==> src/rtl/wiper_pkg.sv <==
package wiper_pkg;
  // Per-cycle action chosen by the control, applied by the datapath.
  typedef struct packed {
    logic ldRecall;
    logic ldSerial;
    logic ldXfer;
    logic stepUp;
    logic stepDn;
  } wiperStrb_t;
endpackage

==> src/rtl/wiper_ctrl.sv <==
module wiper_ctrl
  import wiper_pkg::*;
#(
  parameter int SETTLE_CYCLES = 6,
  localparam int CNT_W = (SETTLE_CYCLES < 1) ? 1 : $clog2(SETTLE_CYCLES + 1)
) (
  input  logic       clk,
  input  logic       rstN,
  input  logic       serialLoad,
  input  logic       xferLoad,
  input  logic       stepPulse,
  input  logic       stepDir,
  output wiperStrb_t strb,
  output logic       recallBusy,
  output logic       tapUpdate
);
  logic [CNT_W-1:0] settleCnt;
  logic             anyLoad;

  // Fixed ranking: recall, then serial write, then transfer, then step.
  always_comb begin
    strb          = '0;
    strb.ldRecall = recallBusy;
    strb.ldSerial = !recallBusy && serialLoad;
    strb.ldXfer   = !recallBusy && !serialLoad && xferLoad;
    anyLoad       = strb.ldRecall || strb.ldSerial || strb.ldXfer;
    strb.stepUp   = !anyLoad && stepPulse && stepDir;
    strb.stepDn   = !anyLoad && stepPulse && !stepDir;
  end

  always_ff @(posedge clk) begin
    if (!rstN) begin
      recallBusy <= 1'b1;
      settleCnt  <= '0;
    end else begin
      recallBusy <= 1'b0;
      if (anyLoad)
        settleCnt <= CNT_W'(SETTLE_CYCLES);
      else if (settleCnt != '0)
        settleCnt <= settleCnt - 1'b1;
    end
  end

  assign tapUpdate = (settleCnt == '0) && !recallBusy;
endmodule

==> src/rtl/wiper_dp.sv <==
module wiper_dp
  import wiper_pkg::*;
#(
  parameter int POS_W     = 8,
  parameter int BANK_REGS = 4,
  localparam int IDX_W    = $clog2(BANK_REGS),
  localparam int TAPS     = 1 << POS_W
) (
  input  logic                       clk,
  input  logic                       rstN,
  input  wiperStrb_t                 strb,
  input  logic                       tapUpdate,
  input  logic [POS_W-1:0]           serialData,
  input  logic [IDX_W-1:0]           xferIdx,
  input  logic [BANK_REGS*POS_W-1:0] bankData,
  output logic [POS_W-1:0]           wiperValue,
  output logic [TAPS-1:0]            tapSelect
);
  localparam logic [POS_W-1:0] POS_MAX = {POS_W{1'b1}};

  logic [POS_W-1:0] bankReg [BANK_REGS];
  logic [POS_W-1:0] wiperNext;
  logic [POS_W-1:0] tapPos;

  for (genvar g = 0; g < BANK_REGS; g++) begin : gBank
    assign bankReg[g] = bankData[g*POS_W +: POS_W];
  end

  always_comb begin
    wiperNext = wiperValue;
    if (strb.ldRecall)
      wiperNext = bankReg[0];
    else if (strb.ldSerial)
      wiperNext = serialData;
    else if (strb.ldXfer)
      wiperNext = bankReg[xferIdx];
    else if (strb.stepUp && wiperValue != POS_MAX)
      wiperNext = wiperValue + 1'b1;
    else if (strb.stepDn && wiperValue != '0)
      wiperNext = wiperValue - 1'b1;
  end

  always_ff @(posedge clk) begin
    if (!rstN) begin
      wiperValue <= '0;
      tapPos     <= '0;
    end else begin
      wiperValue <= wiperNext;
      if (tapUpdate)
        tapPos <= wiperValue;
    end
  end

  for (genvar t = 0; t < TAPS; t++) begin : gTap
    assign tapSelect[t] = (tapPos == POS_W'(t));
  end
endmodule

==> src/rtl/wiper_pos_reg.sv <==
module wiper_pos_reg
  import wiper_pkg::*;
#(
  parameter int POS_W         = 8,
  parameter int BANK_REGS     = 4,
  parameter int SETTLE_CYCLES = 6,
  localparam int IDX_W        = $clog2(BANK_REGS),
  localparam int TAPS         = 1 << POS_W
) (
  input  logic                       clk,
  input  logic                       rstN,
  input  logic                       serialLoad,
  input  logic [POS_W-1:0]           serialData,
  input  logic                       xferLoad,
  input  logic [IDX_W-1:0]           xferIdx,
  input  logic [BANK_REGS*POS_W-1:0] bankData,
  input  logic                       stepPulse,
  input  logic                       stepDir,
  output logic [POS_W-1:0]           wiperValue,
  output logic [TAPS-1:0]            tapSelect
);
  wiperStrb_t strb;
  logic       recallBusy;
  logic       tapUpdate;

  wiper_ctrl #(.SETTLE_CYCLES(SETTLE_CYCLES)) uCtrl (
    .clk(clk), .rstN(rstN), .serialLoad(serialLoad), .xferLoad(xferLoad),
    .stepPulse(stepPulse), .stepDir(stepDir), .strb(strb),
    .recallBusy(recallBusy), .tapUpdate(tapUpdate)
  );

  wiper_dp #(.POS_W(POS_W), .BANK_REGS(BANK_REGS)) uDp (
    .clk(clk), .rstN(rstN), .strb(strb), .tapUpdate(tapUpdate),
    .serialData(serialData), .xferIdx(xferIdx), .bankData(bankData),
    .wiperValue(wiperValue), .tapSelect(tapSelect)
  );
endmodule

==> config.mk <==
export PLATFORM = sky130hd
export DESIGN_NAME = wiper_pos_reg
export DESIGN_NICKNAME = d
export VERILOG_FILES = /design/src/rtl/wiper_pkg.sv /design/src/rtl/wiper_ctrl.sv /design/src/rtl/wiper_dp.sv /design/src/rtl/wiper_pos_reg.sv
export SDC_FILE = /design/constraint.sdc
export NUM_CORES = 1
export LEC_CHECK = 0
export ABC_AREA = 1
export BUFFER_PORTS_ARGS = -buffer_cell sky130_fd_sc_hd__buf_2
export CAP_MARGIN = 20
export CORE_AREA = 2 2 122 124
export DETAILED_ROUTE_END_ITERATION = 10
export DIE_AREA = 0 0 124 126
export PLACE_DENSITY = 0.54
export SLEW_MARGIN = 10
export SYNTH_ARGS = -nofsm -noshare
export SYNTH_HDL_FRONTEND = slang
export SYNTH_HIERARCHICAL = 1
export SYNTH_SLANG_ARGS = --single-unit
==> constraint.sdc <==
create_clock -name clk -period 2.52 [get_ports clk]
set_input_delay 0.126 -clock clk [delete_from_list [all_inputs] [get_ports clk]]
set_output_delay 0.126 -clock clk [all_outputs]
set_load 0.02 [all_outputs]
==> run_results.csv <==
group,metric,value,unit
job,drv_cap,0,
sta,skew,0.00441,ns
clocking,numClockSinks,20,
sta,setup_viol,0,
floorplanning,die_x,124,um
final_layout,fill_cells,1680,
setup_path,reg2reg_to,"uDp/wiperValue[6]$_SDFFE_PN0P_",
setup_path,ff2ff_setup_slack,0.32,ns
setup_path,path_class,"flip-flop to flip-flop",
detailed_routing,viasPerCell,4.55,
setup_path,cp.arrival,2.38,ns
placed_design,port_buffers,311,
clocking,post_cts_buffers,0,
synthesis,syn-cell-area,0.00297,mm2
detailed_routing,num_vias,4919,
synthesis,synth-async-reset-ratio,0,%
sta,finalHoldViolCount,0,
clocking,cts_buffers,3,
sta,fmax,454,MHz
final_layout,register_area,400,um2
global_route,grt_pass1_vias,4009,
synthesis,syn_avg_cell_area,4.83,um2
final_layout,syn2layout_area_growth,59.4,%
detailed_routing,antenna_left,0,
floorplanning,coreArea,0.0143,mm2
worst_hold_path,hp-class,"input pin to flip-flop",
final_layout,antenna_cells,0,
synthesis,synth.distinct_cells,32,
placed_design,dp_slack,0.197,ns
detailed_routing,routedWlPerCell,15.9,um
detailed_routing,dr.pass1.iters,5,
clocking,cts_hold_buf,0,
sta,max_slew_margin,45.3,%
synthesis,synth_area_leaders,"nor2_1, dfxtp_1, nand2_1",
final_layout,drive_above_1_share,37.4,%
clocking,cts_tree,"built",
worst_hold_path,min_path_cells,5,
synthesis,synth_top_cells_by_count,"nor2_1, nand2_1, inv_1, clkbuf_1, o21ai_0",
final_layout,fin_nets,955,
setup_path,cp-end-kind,"flip-flop",
clocking,htreeDepth,1,
global_route,track_usage,19.9,%
synthesis,synth_edf_count,0,
floorplanning,num_rows,44,
clocking,max-clock-path-buffers,2,
pwr,power_leakage,2.79,nW
global_route,grt_start_max_net_pins,18,
global_route,antenna_found_initial,0,
setup_path,r2r-start,"uCtrl/recallBusy$_DFF_P_",
pwr,p_per_area,270,mW/mm2
global_route,grt_overflow,0,
synthesis,yosysTopAreaCellShare,37.6,%
clocking,cts-root-buf,"clkbuf_16",
sta,final.setup.worst_slack,0.318,ns
synthesis,ys_warn_count,6,
setup_path,worst_r2r_path_depth,12,
synthesis,synth_ff_type,"dfxtp_1",
synthesis,ys_ff_latch,20,
placed_design,dp_hpwl,13400,um
detailed_routing,wl,17200,um
worst_hold_path,min_from,"xferLoad",
sta,tns,0,ns
sta,tightest_slew,0.819,ns
worst_hold_path,hold_end,"uCtrl/settleCnt[1]$_SDFFE_PN0P_",
clocking,clkTransAtPathRegs,0.06,ns
pwr,ir_drop,0.337,mV
floorplanning,die_area,0.0156,mm2
setup_path,startpoint_type,"flip-flop",
final_layout,final_core_util,33.0,%
clocking,insertion_delay,0.25,ns
global_route,grt_pass1_wl,23900,um
final_layout,multi_input_area,0.00221,mm2
floorplanning,die_y,126,um
sta,rsz0062_at_grt,"false",
floorplanning,pin_count,312,
sta,finalMaxSlewViolations,0,
detailed_routing,drc,0,
placed_design,gp_congestion,0.931,
setup_path,crit_required,2.70,ns
synthesis,ys_seq_area_share,13.5,%
synthesis,synth.net_count,672,
clocking,cts.repair.resized,0,
status,status,"completed",
detailed_routing,drt_iter0_markers,370,
synthesis,synth_top_area_cell,"nor2_1",
synthesis,synth_most_common_cell,"nor2_1",
sta,min_period,2.20,ns
sta,fin_crit_sh,87.4,%
setup_path,path_max_fanout,10,
synthesis,syn_inst,614,
floorplanning,start_util,20.7,%
==> final cells by class <==
cell class,instances,share of cell area (%)
clock buffer,4,1.88
inverter,48,3.81
sequential,20,8.47
timing repair buffer,319,34.2
multi-input combinational,505,46.8
tap,184,4.87
==> state kept, by name, summed over array words and instances (netlist names) <==
| name | flops |
|---|---|
| uDp/tapPos | 8 |
| uCtrl/settleCnt | 3 |
| uCtrl/recallBusy | 1 |
| uDp/wiperValue | 8 |
==> routing by layer <==
layer | part of all wire [%] | GRT usage [%] | up-vias
li1 | - | - | 2445
met3 | 6.7 | 2.08 | 4
met4 | 0.17 | 2.25 | 0
met1 | 42 | 25.7 | 2271
met5 | 0 | 0 | -
met2 | 51 | 36.5 | 199
==> worst max path at each step <==
stage	startpoint	to	slack [ns]	depth (start not counted)
detailed placement	serialLoad	uDp/wiperValue[6]$_SDFFE_PN0P_	0.20	13
CTS	uCtrl/recallBusy$_DFF_P_	uDp/wiperValue[6]$_SDFFE_PN0P_	0.17	12
floorplan	uCtrl/recallBusy$_DFF_P_	uDp/wiperValue[6]$_SDFFE_PN0P_	0.37	13
global placement	uCtrl/recallBusy$_DFF_P_	uDp/wiperValue[6]$_SDFFE_PN0P_	0.24	13
global route	uCtrl/recallBusy$_DFF_P_	uDp/wiperValue[5]$_SDFFE_PN0P_	0.16	14
finish	uCtrl/recallBusy$_DFF_P_	uDp/wiperValue[6]$_SDFFE_PN0P_	0.32	12
==> power breakdown <==
part           switching (W)  total, W  internal, W
Sequential         0.0000312  0.000374     0.000343
Combinational       0.000365  0.000537     0.000172
Clock               0.000123  0.000365     0.000242
==> layout by cell type, fill, tap and decap left out, drive strengths merged, types with 2 or more instances in the layout <==
cell      n
nand2    96
nand3    25
clkbuf    4
inv      48
ha        9
xor2      4
a31oi     2
o21ai    26
buf     319
a21oi    19
nand4     4
nor2    299
a22oi     2
o22ai     9
o211ai    2
dfxtp    20
nor3      3
==> kinds of logic (layout without fill, tap and decap cells) <==
kind of cell | count (synthesis) | after routing | share of synthesized area, %
flip-flops | 20 | 20 | 13.5
XOR/XNOR | 4 | 4 | 1.18
AND/OR/NAND/NOR | 429 | 429 | 57.1
AO/OA/AOI/OAI | 62 | 62 | 11.6
adder cells (fa/ha/maj) | 10 | 10 | 4.47
buffers and inverters | 89 | 371 | 12.2
==> metrics by stage <==
stage          instance area [um2]  hold slack [ns]  cells  power [W]
2_1_floorplan                 2970            0.216    614   0.000736
3_3_place_gp                  4630            0.425   1076   0.000914
3_5_place_dp                  4630            0.428   1076   0.000911
4_1_cts                       4720            0.170   1080    0.00128
5_1_grt                       4730            0.181   1080    0.00137
6_report                      4730            0.169   1080    0.00128
==> critical path, cell delays in order (launching register included) <==
cell and delay, ns:
dfxtp_1 0.31, inv_1 0.07, nand3_2 0.10, nor3b_2 0.27, nand2_4 0.16, ha_1 0.41
a21oi_1 0.11, or2_2 0.29, nand4_1 0.08, nand3_1 0.08, nand2_1 0.07, nand2_1 0.05
a21oi_1 0.14
No activity file was read; power rests on OpenSTA's default activity.
